--- src/rtl/sched_pkg.sv ---
package sched_pkg;
  typedef enum logic {
    QSEL_LO = 1'b0,
    QSEL_HI = 1'b1
  } qsel_e;
endpackage

--- src/rtl/chq_fifo.sv ---
module chq_fifo #(
  parameter int NUM_CH = 16,
  localparam int CH_W  = (NUM_CH > 1) ? $clog2(NUM_CH) : 1,
  localparam int CNT_W = $clog2(NUM_CH + 1)
) (
  input  logic              clk,
  input  logic              rst_n,
  input  logic              pop,
  input  logic              push_req,
  input  logic [CH_W-1:0]   req_ch,
  input  logic [NUM_CH-1:0] push_vec,
  output logic [CH_W-1:0]   head,
  output logic [CNT_W-1:0]  count
);
  localparam logic [CNT_W-1:0] DEPTH_C = CNT_W'(NUM_CH);
  localparam logic [CNT_W-1:0] ONE_C   = CNT_W'(1);

  logic [CH_W-1:0]  ent_q [NUM_CH];
  logic [CH_W-1:0]  ent_d [NUM_CH];
  logic [CH_W-1:0]  shft  [NUM_CH];
  logic [CNT_W-1:0] cnt_q, cnt_d, base, pos;
  logic             upd;

  // pop shifts the array toward the head; pushes then fill from the new tail
  always_comb begin
    for (int i = 0; i < NUM_CH; i++) shft[i] = ent_q[i];
    base = cnt_q;
    if (pop) begin
      for (int i = 0; i < NUM_CH - 1; i++) shft[i] = ent_q[i + 1];
      shft[NUM_CH-1] = '0;
      base = cnt_q - ONE_C;
    end
    for (int i = 0; i < NUM_CH; i++) ent_d[i] = shft[i];
    pos = base;
    if (push_req) begin
      if (pos < DEPTH_C) ent_d[pos[CH_W-1:0]] = req_ch;
      pos = pos + ONE_C;
    end
    for (int k = 0; k < NUM_CH; k++) begin
      if (push_vec[k]) begin
        if (pos < DEPTH_C) ent_d[pos[CH_W-1:0]] = CH_W'(k);
        pos = pos + ONE_C;
      end
    end
    cnt_d = pos;
    upd   = pop | push_req | (|push_vec);
  end

  always_ff @(posedge clk or negedge rst_n) begin
    if (!rst_n) begin
      cnt_q <= '0;
      for (int i = 0; i < NUM_CH; i++) ent_q[i] <= '0;
    end else if (upd) begin
      cnt_q <= cnt_d;
      for (int i = 0; i < NUM_CH; i++) ent_q[i] <= ent_d[i];
    end
  end

  assign head  = ent_q[0];
  assign count = cnt_q;
endmodule

--- src/rtl/rate_weigher.sv ---
module rate_weigher #(
  parameter int RATE_W = 8
) (
  input  logic              clk,
  input  logic              rst_n,
  input  logic              hi_avail,
  input  logic              lo_avail,
  input  logic [RATE_W-1:0] rate,
  input  logic              fire,
  output logic              pick_hi
);
  logic [RATE_W-1:0] run_q, run_d, n_eff;
  logic              below;

  always_comb begin
    n_eff   = (rate == '0) ? RATE_W'(1) : rate;
    below   = (run_q < n_eff);
    pick_hi = hi_avail && (!lo_avail || below);
    run_d   = run_q;
    if (pick_hi) begin
      if (below) run_d = run_q + RATE_W'(1);
    end else begin
      run_d = '0;
    end
  end

  always_ff @(posedge clk or negedge rst_n) begin
    if (!rst_n)    run_q <= '0;
    else if (fire) run_q <= run_d;
  end
endmodule

--- src/rtl/chan_tracker.sv ---
module chan_tracker #(
  parameter int NUM_CH = 16,
  localparam int CH_W  = (NUM_CH > 1) ? $clog2(NUM_CH) : 1
) (
  input  logic              clk,
  input  logic              rst_n,
  input  logic [NUM_CH-1:0] act_pulse,
  input  logic              retire,
  input  logic [CH_W-1:0]   retire_ch,
  output logic [NUM_CH-1:0] accept,
  output logic [NUM_CH-1:0] active
);
  logic [NUM_CH-1:0] act_q, act_d;
  logic              upd;

  always_comb begin
    accept = act_pulse & ~act_q;
    act_d  = act_q | accept;
    if (retire) act_d[retire_ch] = 1'b0;
    upd = (|accept) | retire;
  end

  always_ff @(posedge clk or negedge rst_n) begin
    if (!rst_n)   act_q <= '0;
    else if (upd) act_q <= act_d;
  end

  assign active = act_q;
endmodule

--- src/rtl/txn_weighted_sched.sv ---
module txn_weighted_sched #(
  parameter int NUM_CH = 16,
  parameter int RATE_W = 8,
  localparam int CH_W  = (NUM_CH > 1) ? $clog2(NUM_CH) : 1,
  localparam int CNT_W = $clog2(NUM_CH + 1)
) (
  input  logic              clk,
  input  logic              rst_n,
  input  logic [NUM_CH-1:0] act_pulse,
  input  logic [NUM_CH-1:0] act_hi,
  input  logic              port_ready,
  input  logic              done_valid,
  input  logic              done_last,
  input  logic [RATE_W-1:0] arb_rate,
  output logic              grant_valid,
  output logic [CH_W-1:0]   grant_ch
);
  import sched_pkg::*;

  logic [CNT_W-1:0]  hi_cnt, lo_cnt;
  logic [CH_W-1:0]   hi_head, lo_head;
  logic [NUM_CH-1:0] accept, active;
  logic              busy_q, busy_d, gv_q, gv_d;
  logic [CH_W-1:0]   ch_q, ch_d;
  qsel_e             src_q, src_d;
  logic              fire, pick_hi, finish, requeue, retire;
  logic              pop_hi, pop_lo, rq_hi, rq_lo, reg_en;

  // grant decision and completion handling
  always_comb begin
    fire    = !busy_q && port_ready && ((hi_cnt != '0) || (lo_cnt != '0));
    pop_hi  = fire && pick_hi;
    pop_lo  = fire && !pick_hi;
    finish  = busy_q && done_valid;
    requeue = finish && !done_last;
    retire  = finish && done_last;
    rq_hi   = requeue && (src_q == QSEL_HI);
    rq_lo   = requeue && (src_q == QSEL_LO);
  end

  always_comb begin
    busy_d = busy_q;
    ch_d   = ch_q;
    src_d  = src_q;
    gv_d   = fire;
    if (fire) begin
      busy_d = 1'b1;
      ch_d   = pick_hi ? hi_head : lo_head;
      src_d  = pick_hi ? QSEL_HI : QSEL_LO;
    end else if (finish) begin
      busy_d = 1'b0;
    end
    reg_en = fire | finish | gv_q;
  end

  always_ff @(posedge clk or negedge rst_n) begin
    if (!rst_n) begin
      busy_q <= 1'b0;
      gv_q   <= 1'b0;
      ch_q   <= '0;
      src_q  <= QSEL_LO;
    end else if (reg_en) begin
      busy_q <= busy_d;
      gv_q   <= gv_d;
      ch_q   <= ch_d;
      src_q  <= src_d;
    end
  end

  chan_tracker #(.NUM_CH(NUM_CH)) track_i (
    .clk       (clk),
    .rst_n     (rst_n),
    .act_pulse (act_pulse),
    .retire    (retire),
    .retire_ch (ch_q),
    .accept    (accept),
    .active    (active)
  );

  chq_fifo #(.NUM_CH(NUM_CH)) hiq_i (
    .clk      (clk),
    .rst_n    (rst_n),
    .pop      (pop_hi),
    .push_req (rq_hi),
    .req_ch   (ch_q),
    .push_vec (accept & act_hi),
    .head     (hi_head),
    .count    (hi_cnt)
  );

  chq_fifo #(.NUM_CH(NUM_CH)) loq_i (
    .clk      (clk),
    .rst_n    (rst_n),
    .pop      (pop_lo),
    .push_req (rq_lo),
    .req_ch   (ch_q),
    .push_vec (accept & ~act_hi),
    .head     (lo_head),
    .count    (lo_cnt)
  );

  rate_weigher #(.RATE_W(RATE_W)) weigh_i (
    .clk      (clk),
    .rst_n    (rst_n),
    .hi_avail (hi_cnt != '0),
    .lo_avail (lo_cnt != '0),
    .rate     (arb_rate),
    .fire     (fire),
    .pick_hi  (pick_hi)
  );

  assign grant_valid = gv_q;
  assign grant_ch    = ch_q;
endmodule

--- config.mk ---
export PLATFORM = sky130hd
export DESIGN_NAME = txn_weighted_sched
export DESIGN_NICKNAME = d
export VERILOG_FILES = /design/src/rtl/sched_pkg.sv /design/src/rtl/chq_fifo.sv /design/src/rtl/rate_weigher.sv /design/src/rtl/chan_tracker.sv /design/src/rtl/txn_weighted_sched.sv
export SDC_FILE = /design/constraint.sdc
export NUM_CORES = 2
export LEC_CHECK = 0
export BUFFER_PORTS_ARGS = -buffer_cell sky130_fd_sc_hd__buf_4
export CELL_PAD_IN_SITES_DETAIL_PLACEMENT = 0
export CELL_PAD_IN_SITES_GLOBAL_PLACEMENT = 2
export CORE_UTILIZATION = 39
export CTS_CLUSTER_DIAMETER = 80
export DETAILED_ROUTE_END_ITERATION = 10
export GPL_TIMING_DRIVEN = 0
export PLACE_DENSITY = 0.8
export SYNTH_ARGS = -nofsm -noshare
export SYNTH_HDL_FRONTEND = slang
export SYNTH_HIERARCHICAL = 1
export SYNTH_SLANG_ARGS = --single-unit
--- constraint.sdc ---
create_clock -name clk -period 16.7 [get_ports clk]
set_input_delay 1.67 -clock clk [delete_from_list [all_inputs] [get_ports clk]]
set_output_delay 1.67 -clock clk [all_outputs]
set_load 0.005 [all_outputs]
==> results_tabular.tex <==
\begin{tabular}{lr}
\hline
Metric & Value \\
\hline
\multicolumn{2}{l}{\textbf{Status}} \\
Result of the run & complete, no violations \\
\multicolumn{2}{l}{\textbf{Global routing}} \\
Global-route wire length before repair & $\sim$190 mm \\
Vias in the first global route & around 27,000 \\
Tot GR Track Use & 0.375 \\
Largest net degree at the start of global routing & 110 \\
Antenna violations before repair & 3 \\
GRT overflow & 0 \\
\multicolumn{2}{l}{\textbf{Yosys}} \\
FFs w/ async S/R, synth & 1.00 \\
Portion of synthesized cell area occupied by the leading cell type & 0.160 \\
Primary flip-flop cell chosen by synthesis mapping & sky130\_fd\_sc\_hd\_\_dfrtp\_1 \\
Leading post-synthesis cells by cell area & sky130\_fd\_sc\_hd\_\_dfrtp\_1 16\%, sky130\_fd\_sc\_hd\_\_ha\_1 6.9\%, sky130\_fd\_sc\_hd\_\_nor2\_1 6.1\% \\
Number of library cell types mapped by synthesis & 102 \\
Net count after synthesis & about 3,800 \\
Count of state elements after synthesis & between 150 and 200 \\
Mean area per synthesized cell & around 7.4 um\^{}2 \\
Seq/Total Area, Yosys & 0.160 \\
Cell area after technology mapping & between 20,000 and 30,000 um\^{}2 \\
Count of flip-flops with a built-in enable after synthesis & 0 \\
Area leader, netlist & sky130\_fd\_sc\_hd\_\_dfrtp\_1 \\
Ys Warns & 6 \\
Cells after synthesis & roughly 3,600 \\
\multicolumn{2}{l}{\textbf{Power and ir drop}} \\
Power per Cell Area & around 190 nW/um\^{}2 \\
Leakage power summed over all cells & about 11 nW \\
Tot Pwr & approximately 0.0055 W \\
Worst IR Drop VDD & slightly below 100 uV \\
\multicolumn{2}{l}{\textbf{Clock network}} \\
Cts hold-fix bufs & 0 \\
CTS Buffer Depth & 2 \\
Number of clock buffers inserted by TritonCTS & 17 \\
H-Tree Depth & 4 \\
Root Buffer Master & sky130\_fd\_sc\_hd\_\_clkbuf\_16 \\
Clock network latency to the later pin of the worst-skew pair & approximately 500 ps \\
Clock transition at the registers of the reported paths & 90 ps \\
TritonCTS clock tree & done \\
\# clock sinks & 169 \\
\multicolumn{2}{l}{\textbf{Setup path}} \\
CP Data Arrival Time & $\sim$17,000 ps \\
CP Capture Type & register \\
Maximum fanout encountered on the critical timing path & 10 \\
Critical path's top delay family & adder cells \\
Slowest cell on the critical path & sky130\_fd\_sc\_hd\_\_nor4\_1 \\
Critical path type & input port to register \\
Critical Path Source Type & input port \\
Worst Path Buf+Inv & 8 \\
Delay of the slowest critical-path stage & around 630 ps \\
Most frequent cell on the critical path & sky130\_fd\_sc\_hd\_\_ha\_1 \\
Required time of the worst setup path & $\sim$17,000 ps \\
\multicolumn{2}{l}{\textbf{Flow run}} \\
Max-cap check violation count & 0 \\
\multicolumn{2}{l}{\textbf{Floorplan}} \\
Die area & 68,900 um\^{}2 \\
Core area & about 67,000 um\^{}2 \\
I/O pin count & 50 \\
Number of placement rows & 95 \\
DIE WIDTH & 262 um \\
Starting Density & 0.394 \\
Die boundary height & approximately 260 um \\
\multicolumn{2}{l}{\textbf{Final layout}} \\
Fillcell total & 6,990 \\
Net count, final & $\sim$3,900 \\
Share of layout cells above drive strength 1 & 0.109 \\
Fin area & between 20,000 and 30,000 um\^{}2 \\
Filler-free cell count of the finished design & approximately 4,600 \\
Area growth from synthesis to final layout & 9.99\% \\
Ant diodes & 0 \\
Final cell utilization of the core & 0.433 \\
\multicolumn{2}{l}{\textbf{Timing}} \\
Fmax & between 60 and 70 MHz \\
Final count of hold timing violations & 0 \\
Post-route worst setup slack & slightly below 600 ps \\
Minimum period implied by the final worst setup slack & 16,110 ps \\
Clock tree skew after final layout & about 19 ps \\
Tcrit/Tclk final & 0.965 \\
Headroom to the max-slew limit & 0.0690 \\
Worst Tran Pin Value & about 1400 ps \\
Count of final max-slew check failures & 0 \\
Number of endpoints failing setup at the final stage & 0 \\
\multicolumn{2}{l}{\textbf{Route}} \\
1st-pass router iterations & 8 \\
Number of remaining DRC errors & 0 \\
DRT Wirelength & 134 mm \\
Ratio of routed vias to standard cells & 6.59 \\
Total number of vias & between 30,000 and 40,000 \\
Final ANT Viol Nets & 0 \\
DR WL/cell & 29.3 um \\
Initial drt markers & 4,093 \\
\multicolumn{2}{l}{\textbf{Placement}} \\
Final weighted congestion in routability-driven placement & 1.02 \\
Placed wire-length estimate after detailed placement & around 110 mm \\
DP Cell Count & roughly 4,500 \\
IO buf count & slightly below 50 \\
Pre-CTS worst setup slack & -2280 ps \\
Post-detailed-placement cell area & 28,000 um\^{}2 \\
\multicolumn{2}{l}{\textbf{Worst hold path}} \\
Worst hold path class & register to register \\
\hline
\end{tabular}
-- layout by cell type, fill, tap and decap left out, drive strengths merged, types with 69 or more instances in the layout --
master / instances
buf: 135
o21ai: 248
dfrtp: 169
a21oi: 161
mux2i: 146
nor2: 433
clkbuf: 137
nor3: 106
inv: 139
xnor2: 140
nand4: 72
nand2: 381
o22ai: 69
ha: 146
nand3: 181
-- cell type report --
type	instances	area [um^2]	area share
clock inverters	15	175	0.00602
plain buffers	193	862	0.0296
well taps	873	1090	0.0376
repair buffers	62	488	0.0168
multi-input cells	3095	21300	0.733
flip-flops and latches	169	4230	0.145
inverters	133	499	0.0172
clock buffers	17	425	0.0146
-- state kept, by name (all words and copies together) (netlist names) --
| signal | count |
|---|---|
| busy_q | 1 |
| grant_ch | 4 |
| grant_valid | 1 |
| hiq_i/count | 5 |
| hiq_i/ent_q | 60 |
| hiq_i/head | 4 |
| loq_i/count | 5 |
| loq_i/ent_q | 60 |
| loq_i/head | 4 |
| src_q | 1 |
| track_i/active | 16 |
| weigh_i/run_q | 8 |
-- kinds of logic (layout without fill, tap and decap cells) --
logic type | count (synthesis) | count (layout) | share of synthesized area
buffers and inverters | 328 | 420 | 0.0512
AO/OA/AOI/OAI | 1006 | 1006 | 0.260
multiplexers | 169 | 169 | 0.0670
flip-flops | 169 | 169 | 0.160
AND/OR/NAND/NOR | 1556 | 1556 | 0.288
adder cells (fa/ha/maj) | 150 | 150 | 0.0706
XOR/XNOR | 214 | 214 | 0.103
-- cells in the mapped netlist, types with 55 or more instances --
library cell               number
sky130_fd_sc_hd__nor2_1       431
sky130_fd_sc_hd__nand2_1      379
sky130_fd_sc_hd__o21ai_0      245
sky130_fd_sc_hd__nand3_1      181
sky130_fd_sc_hd__dfrtp_1      169
sky130_fd_sc_hd__a21oi_1      159
sky130_fd_sc_hd__ha_1         146
sky130_fd_sc_hd__mux2i_1      142
sky130_fd_sc_hd__inv_1        126
sky130_fd_sc_hd__clkbuf_1     120
sky130_fd_sc_hd__xnor2_1      114
sky130_fd_sc_hd__nor3_1       100
sky130_fd_sc_hd__nand4_1       70
sky130_fd_sc_hd__o22ai_1       68
sky130_fd_sc_hd__a31oi_1       66
sky130_fd_sc_hd__nor2b_1       66
sky130_fd_sc_hd__nor4_1        56
sky130_fd_sc_hd__a211oi_1      55
-- repair_timing --
item,in CTS,in global routing
endpoints found under the setup margin,136,136
resized for setup,37,89
buffers inserted,3,5
pin swaps,2,3
gates cloned,0,0
-- per-stage QoR --
stage	hold WS (ps)	setup TNS, ps
floorplan	472	0
global route	514	-265
detailed placement	488	-248420
finish	503	0
global placement	480	-197670
CTS	504	0
-- per-layer routing --
| metal | routed length, um | GRT usage | share of wire |
|---|---|---|---|
| met3 | 16400 | 0.115 | 0.12 |
| met4 | 2850 | 0.0809 | 0.021 |
| met5 | 13 | 0 | 0.000097 |
| met2 | 51200 | 0.498 | 0.38 |
| met1 | 63200 | 0.578 | 0.47 |
-- power breakdown --
part           total, W  switching [W]  internal [W]
combinational   0.00435        0.00287       0.00148
clock          0.000418       0.000217      0.000201
sequential     0.000735       0.000175      0.000560
-- worst paths after layout --
| check | cells after the start | endpoint | startpoint | slack (ps) |
|---|---|---|---|---|
| worst max register to register | 61 | hiq_i/ent_q[43] | hiq_i/count[0] | 1320 |
| worst min register to register | 1 | track_i/active[9] | track_i/active[9] | 500 |
| max in group asynchronous | 2 | loq_i/ent_q[25] | rst_n | 14570 |
| min in group asynchronous | 1 | track_i/active[3] | rst_n | 1110 |
| worst max-delay path | 65 | hiq_i/ent_q[43] | arb_rate[5] | 590 |
| worst min-delay path | 1 | track_i/active[9] | track_i/active[9] | 500 |
Power figures use the tool's default switching activity.
